==> src/rtl/jit_enc_pkg.sv <==
package jit_enc_pkg;
  localparam int unsigned NUM_UNITS = 4;

  typedef enum logic [1:0] {
    OSR_4X     = 2'd0,
    OSR_2X     = 2'd1,
    OSR_1X     = 2'd2,
    OSR_1X_ALT = 2'd3
  } osr_mode_e;
endpackage

==> src/rtl/jit_unit_count.sv <==
module jit_unit_count #(
  parameter int unsigned CMP_BITS = 16,
  localparam int unsigned CNT_W = $clog2(CMP_BITS + 1)
) (
  input  logic [CMP_BITS-1:0] cmp_i,
  output logic [CNT_W-1:0]    cnt_o,
  output logic                sat_o
);
  always_comb begin
    cnt_o = '0;
    for (int b = 0; b < CMP_BITS; b++) cnt_o = cnt_o + CNT_W'(cmp_i[b]);
  end

  assign sat_o = &cmp_i;
endmodule

==> src/rtl/jit_code_combine.sv <==
module jit_code_combine
  import jit_enc_pkg::*;
#(
  parameter int unsigned CMP_BITS = 16,
  localparam int unsigned CNT_W  = $clog2(CMP_BITS + 1),
  localparam int unsigned CODE_W = $clog2(NUM_UNITS * CMP_BITS)
) (
  input  logic [NUM_UNITS-1:0][CNT_W-1:0]    cnt_i,
  input  logic [NUM_UNITS-1:0]               sat_i,
  output logic [NUM_UNITS-1:0][CODE_W-1:0]   solo_o,
  output logic [NUM_UNITS/2-1:0][CODE_W-1:0] pair_o,
  output logic [CODE_W-1:0]                  wide_o
);
  // lowest non-saturated unit in [lo, lo+n) wins; full chain reports its max
  function automatic logic [CODE_W-1:0] chain_code(
    input logic [NUM_UNITS-1:0][CNT_W-1:0] c,
    input logic [NUM_UNITS-1:0]            s,
    input int                              lo,
    input int                              n
  );
    logic [CODE_W-1:0] r;
    r = CODE_W'(n * CMP_BITS - 1);
    for (int j = n - 1; j >= 0; j--)
      if (!s[lo+j]) r = CODE_W'(j * CMP_BITS) + CODE_W'(c[lo+j]);
    return r;
  endfunction

  for (genvar k = 0; k < NUM_UNITS; k++) begin : g_solo
    assign solo_o[k] = chain_code(cnt_i, sat_i, k, 1);
  end

  for (genvar p = 0; p < NUM_UNITS / 2; p++) begin : g_pair
    assign pair_o[p] = chain_code(cnt_i, sat_i, 2 * p, 2);
  end

  assign wide_o = chain_code(cnt_i, sat_i, 0, NUM_UNITS);
endmodule

==> src/rtl/jit_frame_ser.sv <==
module jit_frame_ser
  import jit_enc_pkg::*;
#(
  parameter int unsigned CODE_W = 6,
  localparam int unsigned SH_W  = 2 * CODE_W,
  localparam int unsigned POS_W = $clog2(SH_W)
) (
  input  logic                               clk_i,
  input  logic                               rst_ni,
  input  logic                               valid_i,
  input  osr_mode_e                          mode_i,
  input  logic [NUM_UNITS-1:0][CODE_W-1:0]   solo_i,
  input  logic [NUM_UNITS/2-1:0][CODE_W-1:0] pair_i,
  input  logic [CODE_W-1:0]                  wide_i,
  output logic [1:0]                         sd_o,
  output logic                               frame_o
);
  logic             busy_q;
  logic [POS_W-1:0] pos_q, len_m1_q;
  logic [SH_W-1:0]  sh0_q, sh1_q;
  logic [SH_W-1:0]  ld0, ld1;
  logic [POS_W-1:0] ld_len_m1;
  logic             last_bit, accept;

  assign last_bit = busy_q && (pos_q == len_m1_q);
  assign accept   = valid_i && (!busy_q || last_bit);

  always_comb begin
    unique case (mode_i)
      OSR_4X: begin
        ld0       = {solo_i[0], solo_i[1]};
        ld1       = {solo_i[2], solo_i[3]};
        ld_len_m1 = POS_W'(SH_W - 1);
      end
      OSR_2X: begin
        ld0       = {pair_i[0], {CODE_W{1'b0}}};
        ld1       = {pair_i[1], {CODE_W{1'b0}}};
        ld_len_m1 = POS_W'(CODE_W - 1);
      end
      default: begin
        ld0       = {wide_i, {CODE_W{1'b0}}};
        ld1       = '0;
        ld_len_m1 = POS_W'(CODE_W - 1);
      end
    endcase
  end

  always_ff @(posedge clk_i or negedge rst_ni) begin
    if (!rst_ni) begin
      busy_q   <= 1'b0;
      pos_q    <= '0;
      len_m1_q <= '0;
      sh0_q    <= '0;
      sh1_q    <= '0;
    end else if (accept) begin
      busy_q   <= 1'b1;
      pos_q    <= '0;
      len_m1_q <= ld_len_m1;
      sh0_q    <= ld0;
      sh1_q    <= ld1;
    end else if (last_bit) begin
      busy_q <= 1'b0;
      pos_q  <= '0;
      sh0_q  <= '0;
      sh1_q  <= '0;
    end else if (busy_q) begin
      pos_q <= pos_q + POS_W'(1);
      sh0_q <= {sh0_q[SH_W-2:0], 1'b0};
      sh1_q <= {sh1_q[SH_W-2:0], 1'b0};
    end
  end

  assign sd_o    = {sh1_q[SH_W-1], sh0_q[SH_W-1]};
  assign frame_o = busy_q && (pos_q == '0);

  AST_ACCEPT_MARKS: assert property (@(posedge clk_i) disable iff (!rst_ni)
    accept |=> frame_o);
  AST_MARK_SINGLE: assert property (@(posedge clk_i) disable iff (!rst_ni)
    frame_o |=> !frame_o);
  AST_IDLE_QUIET: assert property (@(posedge clk_i) disable iff (!rst_ni)
    !busy_q |-> (sd_o == 2'b00) && !frame_o);
  AST_LEN_HOLD: assert property (@(posedge clk_i) disable iff (!rst_ni)
    (busy_q && !last_bit) |=> $stable(len_m1_q));
  AST_1X_PIN1_LOW: assert property (@(posedge clk_i) disable iff (!rst_ni)
    (accept && (mode_i == OSR_1X || mode_i == OSR_1X_ALT)) |=> !sd_o[1]);
endmodule

==> src/rtl/jit_osmp_encoder.sv <==
module jit_osmp_encoder
  import jit_enc_pkg::*;
#(
  parameter int unsigned CMP_BITS = 16,
  localparam int unsigned CNT_W  = $clog2(CMP_BITS + 1),
  localparam int unsigned CODE_W = $clog2(NUM_UNITS * CMP_BITS)
) (
  input  logic                          clk_i,
  input  logic                          rst_ni,
  input  logic                          valid_i,
  input  logic [1:0]                    mode_i,
  input  logic [NUM_UNITS*CMP_BITS-1:0] cmp_i,
  output logic [1:0]                    sd_o,
  output logic                          frame_o
);
  logic [NUM_UNITS-1:0][CNT_W-1:0]    cnt;
  logic [NUM_UNITS-1:0]               sat;
  logic [NUM_UNITS-1:0][CODE_W-1:0]   solo;
  logic [NUM_UNITS/2-1:0][CODE_W-1:0] pair;
  logic [CODE_W-1:0]                  wide;

  for (genvar k = 0; k < NUM_UNITS; k++) begin : g_unit
    jit_unit_count #(.CMP_BITS(CMP_BITS)) u_count (
      .cmp_i (cmp_i[k*CMP_BITS +: CMP_BITS]),
      .cnt_o (cnt[k]),
      .sat_o (sat[k])
    );
  end

  jit_code_combine #(.CMP_BITS(CMP_BITS)) u_combine (
    .cnt_i  (cnt),
    .sat_i  (sat),
    .solo_o (solo),
    .pair_o (pair),
    .wide_o (wide)
  );

  jit_frame_ser #(.CODE_W(CODE_W)) u_ser (
    .clk_i   (clk_i),
    .rst_ni  (rst_ni),
    .valid_i (valid_i),
    .mode_i  (osr_mode_e'(mode_i)),
    .solo_i  (solo),
    .pair_i  (pair),
    .wide_i  (wide),
    .sd_o    (sd_o),
    .frame_o (frame_o)
  );

  AST_WIDE_SPAN: assert property (@(posedge clk_i) disable iff (!rst_ni)
    (!sat[0]) |-> (wide == CODE_W'(cnt[0])));
endmodule

==> config.mk <==
export PLATFORM = sky130hd
export DESIGN_NAME = jit_osmp_encoder
export DESIGN_NICKNAME = d
export VERILOG_FILES = /design/src/rtl/jit_enc_pkg.sv /design/src/rtl/jit_unit_count.sv /design/src/rtl/jit_code_combine.sv /design/src/rtl/jit_frame_ser.sv /design/src/rtl/jit_osmp_encoder.sv
export SDC_FILE = /design/constraint.sdc
export NUM_CORES = 1
export LEC_CHECK = 0
export CAP_MARGIN = 20
export CORE_ASPECT_RATIO = 1.4
export CORE_MARGIN = 2
export CORE_UTILIZATION = 45
export DETAILED_ROUTE_END_ITERATION = 10
export GPL_TIMING_DRIVEN = 1
export PLACE_DENSITY = 0.71
export SYNTH_ARGS = -nofsm -noshare
export SYNTH_HDL_FRONTEND = slang
export SYNTH_SLANG_ARGS = --single-unit
==> constraint.sdc <==
create_clock -name clk_i -period 2.7 [get_ports clk_i]
set_input_delay 0.54 -clock clk_i [delete_from_list [all_inputs] [get_ports clk_i]]
set_output_delay 0.54 -clock clk_i [all_outputs]
set_load 0.01 [all_outputs]
==> results by group <==
Route
  • Met1 layer wirelength in the final routing: 3.466 mm
  • Remaining routing DRC violations: 0
  • Via density per instance: 5.312
  • Highest signal layer in the routed design: met4
  • Remaining antenna violation count after routing: 0
  • Vias after detailed routing: 3,203
  • First-iteration detailed-routing DRC count: 147
  • Count of TritonRoute iterations in the first routing pass: 4
  • Met2 wire length: 4.975 mm
  • Met3 WL post-DR: 262 um
  • Mean routed wirelength per cell: 14.76 um
  • Total routed wirelength: 8.902 mm

Logic synthesis
  • Multiplexer share of the synthesized area: 0%
  • XOR/XNOR Fraction of Synth Area: 1.752%
  • Ranking of synthesized cells by instance count: inv_1 (88), fa_1 (40), dfrtp_1 (32)
  • Count of state elements after synthesis: 32
  • Proportion of netlist area held by the largest area contributor: 22.88%
  • Combinational family with the most area after synthesis: adder cells
  • Simple-gate share of the synthesized area: 14.02%
  • Portion of the post-synthesis area used by sequential elements: 22.88%
  • Top cells by area, synth: dfrtp_1 (23%), fa_1 (23%), inv_1 (9.4%), ha_1 (9.3%), a22oi_1 (2.6%)
  • Share of the synthesized area in compound gates (AO/OA/AOI/OAI): 18.52%
  • Main flop type after synthesis: dfrtp_1
  • Post-synth net total: 521
  • Synthesized instance count: 386
  • Most used standard cell by instance count after synthesis: inv_1
  • Post-Synthesis Cell Area: 3500 sq um
  • Number of synthesized flops with an enable pin: 0
  • Yosys synthesis warning count: 0
  • Most area-hungry cell type in the Yosys netlist: dfrtp_1
  • Post-synth ARST share: 100.0%
  • Avg Cell Area, Syn: 9.066 sq um
  • Count of unique library cells instantiated by Yosys: 52
  • Synth Area in Adders: 32.18%

Floorplanning
  • Die Ht: 108.3 um
  • Initial cell density of the core: 45.72%
  • Cell Rows: 38
  • Number of primary I/O pins: 72
  • Floorplan die area: 8508 sq um
  • Floorplan die width: 78.53 um
  • Floorplan Core Area: 7655 sq um

Power
  • Power density over the cells: 804.9 nW/um^2
  • Leak pwr: 0.002380 uW
  • Final Power: 4014 uW
  • IR Drop Worst-Case VDD: 0.4487 mV

Finish
  • Growth of design area from synthesis to finish: 42.51%
  • Proportion of layout cells with a drive suffix above 1: 26.44%
  • # diodes: 0
  • Nets: 637
  • Non-Filler Cell Area, Final: 4987 sq um

Critical path
  • Worst path cell trace: buf_6 > ha_4 > inv_2 > fa_1 > fa_1 > fa_2 > fa_1 > fa_2 > fa_2 > buf_4 > xor2_1 > o41ai_2 > nor2_1 > o221a_2 > o31ai_2
  • Critical path launch point type: input pin
  • Largest fanout on the critical path: 2
  • Crit Path Category: input pin to flip-flop
  • Worst Path Arrival: 4.41 ns
  • Worst Reg-to-Reg Cells: 5
  • Library cell contributing the largest single delay on the critical path: fa_2
  • Max incr delay on CP: 0.56 ns
  • Kind of end point of the critical path: flip-flop
  • Kind of cell adding the most delay to the critical path: adder cells
  • Data required time at the worst endpoint: 2.90 ns
  • Buffers & Inverters on Critical Path: 3
  • Cell count along the critical path: 15

STA
  • Final worst clock skew: 0.005991 ns
  • Setup-violating endpoint count in the final report: 22
  • Final Hold Vio Count: 0
  • Worst slew slack as a fraction of its limit: 45.80%
  • Share of the clock period used by the worst path: 155.8%
  • Min cycle time layout: 4.208 ns
  • Highest Clock Rate: 0.2377 GHz
  • Worst-Margin Slew: 0.8081 ns
  • Final worst slack: -1.508 ns
  • Setup repair after global routing missed its margin: yes
  • Sum of negative setup slack: -27.29 ns
  • Count of final max-slew check failures: 0

Clock tree
  • Depth of the CTS H-tree: 2
  • Longest Clk Path Bufs: 2
  • Later-pin clock latency in the skew report: 0.29 ns
  • CTS clk-pin slew, worst paths: 0.07 ns
  • Root Driver: clkbuf_8
  • TritonCTS clock tree: done
  • Number of CTS-inserted buffers: 5
  • Post-cts hold buffer count: 0
  • Count of clock tree sinks: 32

Placed design
  • GPL Wtd Cong: 0.8558
  • Estimated wirelength of the detail-placed design: 7.267 mm
  • DP Area: 4679 sq um
  • # port buffers: 71

GRT
  • Global-route wire length before repair: 14.81 mm
  • Initial antenna violation count: 0
  • Vias in the first global route: 3,317
  • Total global routing overflow: 0
  • Total global-route track usage: 21.75%
  • Maximum number of pins on one net before global-route repair: 33

Outcome
  • Result of the run: finished, violations left
  • Violated checks: setup timing

Job
  • Number of maximum-capacitance violations: 0

Hold path
  • Hold Path Stages: 1
  • Path type of the worst min-delay path: flip-flop to flip-flop
-- report_power, final --
part / leakage (uW) / switching, uW / internal, uW
clock network: 0.0000455 / 180 / 208
logic: 0.00191 / 1430 / 1430
registers: 0.000420 / 129 / 638
total: 0.00238 / 1740 / 2270
-- per-layer routing --
layer	global-route usage, %	up-vias
li1	-	1537
met1	25.22	1566
met2	41.94	83
met3	1.753	17
met4	6.642	0
met5	0	-
-- cell families (layout without fill, tap and decap cells) --
kind of cell	after synthesis	after routing
AO/OA/AOI/OAI	94	94
adder cells (fa/ha/maj)	66	66
flip-flops	32	32
AND/OR/NAND/NOR	90	90
XOR/XNOR	7	7
buffers and inverters	97	214
-- cell type report --
type                    instances  area [sq um]
inverters                      88         330.3
clock buffers                   8         90.09
repair buffers                118          1047
flip-flops and latches         32         800.8
well taps                     100         125.1
multi-input cells             257          2594
fillers                       660          2668
-- registers in the layout, summed over array words and instances, names as in the netlist --
| signal | cells |
|---|---|
| u_ser.pos_q | 4 |
| u_ser.len_m1_q | 3 |
| u_ser.sh1_q | 12 |
| u_ser.busy_q | 1 |
| u_ser.sh0_q | 12 |
-- layout by cell type (no fill, tap or decap), types with 3 or more instances in the layout --
cell              n
a21o_1            4
a21oi_1          12
a21oi_2           4
a22o_1            6
a22oi_1          12
and2_4            3
and3b_1           3
buf_4            45
buf_6             8
clkbuf_8          6
clkdlybuf4s50_1  43
dfrtp_1          32
dlygate4sd2_1    19
fa_1             31
fa_2              9
ha_1             22
ha_4              4
inv_1            74
inv_2            14
nand2_1          23
nand3_1           3
nand3b_1          3
nand4_1          12
nor2_1           18
nor3_1            4
nor4_2            5
o21a_1            3
o21ai_0           7
o21ai_1           7
o21ai_2           9
o221ai_2          3
o41ai_2           3
or4_1             3
xor2_1            5
-- worst register-to-register path: cells and delay by family, from the launching register on --
kind | cells | cell delay, ns
simple gates | 1 | 0.41
flops | 1 | 0.44
compound gates | 4 | 1.45
-- metrics by stage --
step / hold slack [ns] / cells / util [%] / setup slack [ns]
2_1_floorplan: 0.2444 / 386 / - / -1.585
3_3_place_gp: 0.4709 / 592 / 61.13 / -2.207
3_5_place_dp: 0.4793 / 592 / 61.13 / -2.237
4_1_cts: 0.4958 / 602 / 64.04 / -1.664
5_1_grt: 0.5300 / 603 / 65.15 / -1.645
6_report: 0.4912 / 603 / 65.15 / -1.508
-- worst paths after layout --
path / to / from / slack [ns]
worst max-delay path: u_ser.sh0_q[8] / cmp_i[48] / -1.51
worst min register to register: u_ser.len_m1_q[0] / u_ser.len_m1_q[0] / 0.49
worst max register to register: u_ser.sh1_q[8] / u_ser.pos_q[1] / 0.32
worst min-delay path: u_ser.len_m1_q[0] / u_ser.len_m1_q[0] / 0.49
max in group asynchronous: u_ser.sh1_q[0] / rst_ni / 1.75
min in group asynchronous: u_ser.pos_q[3] / rst_ni / 0.64
-- timing repair --
action | CTS | global route
endpoints found under the hold margin | 0 | 0
buffers inserted | 3 | 2
gates resized for setup | 96 | 22
setup endpoints to repair | 22 | 22
pin swaps | 52 | 27
Power figures use the tool's default switching activity.
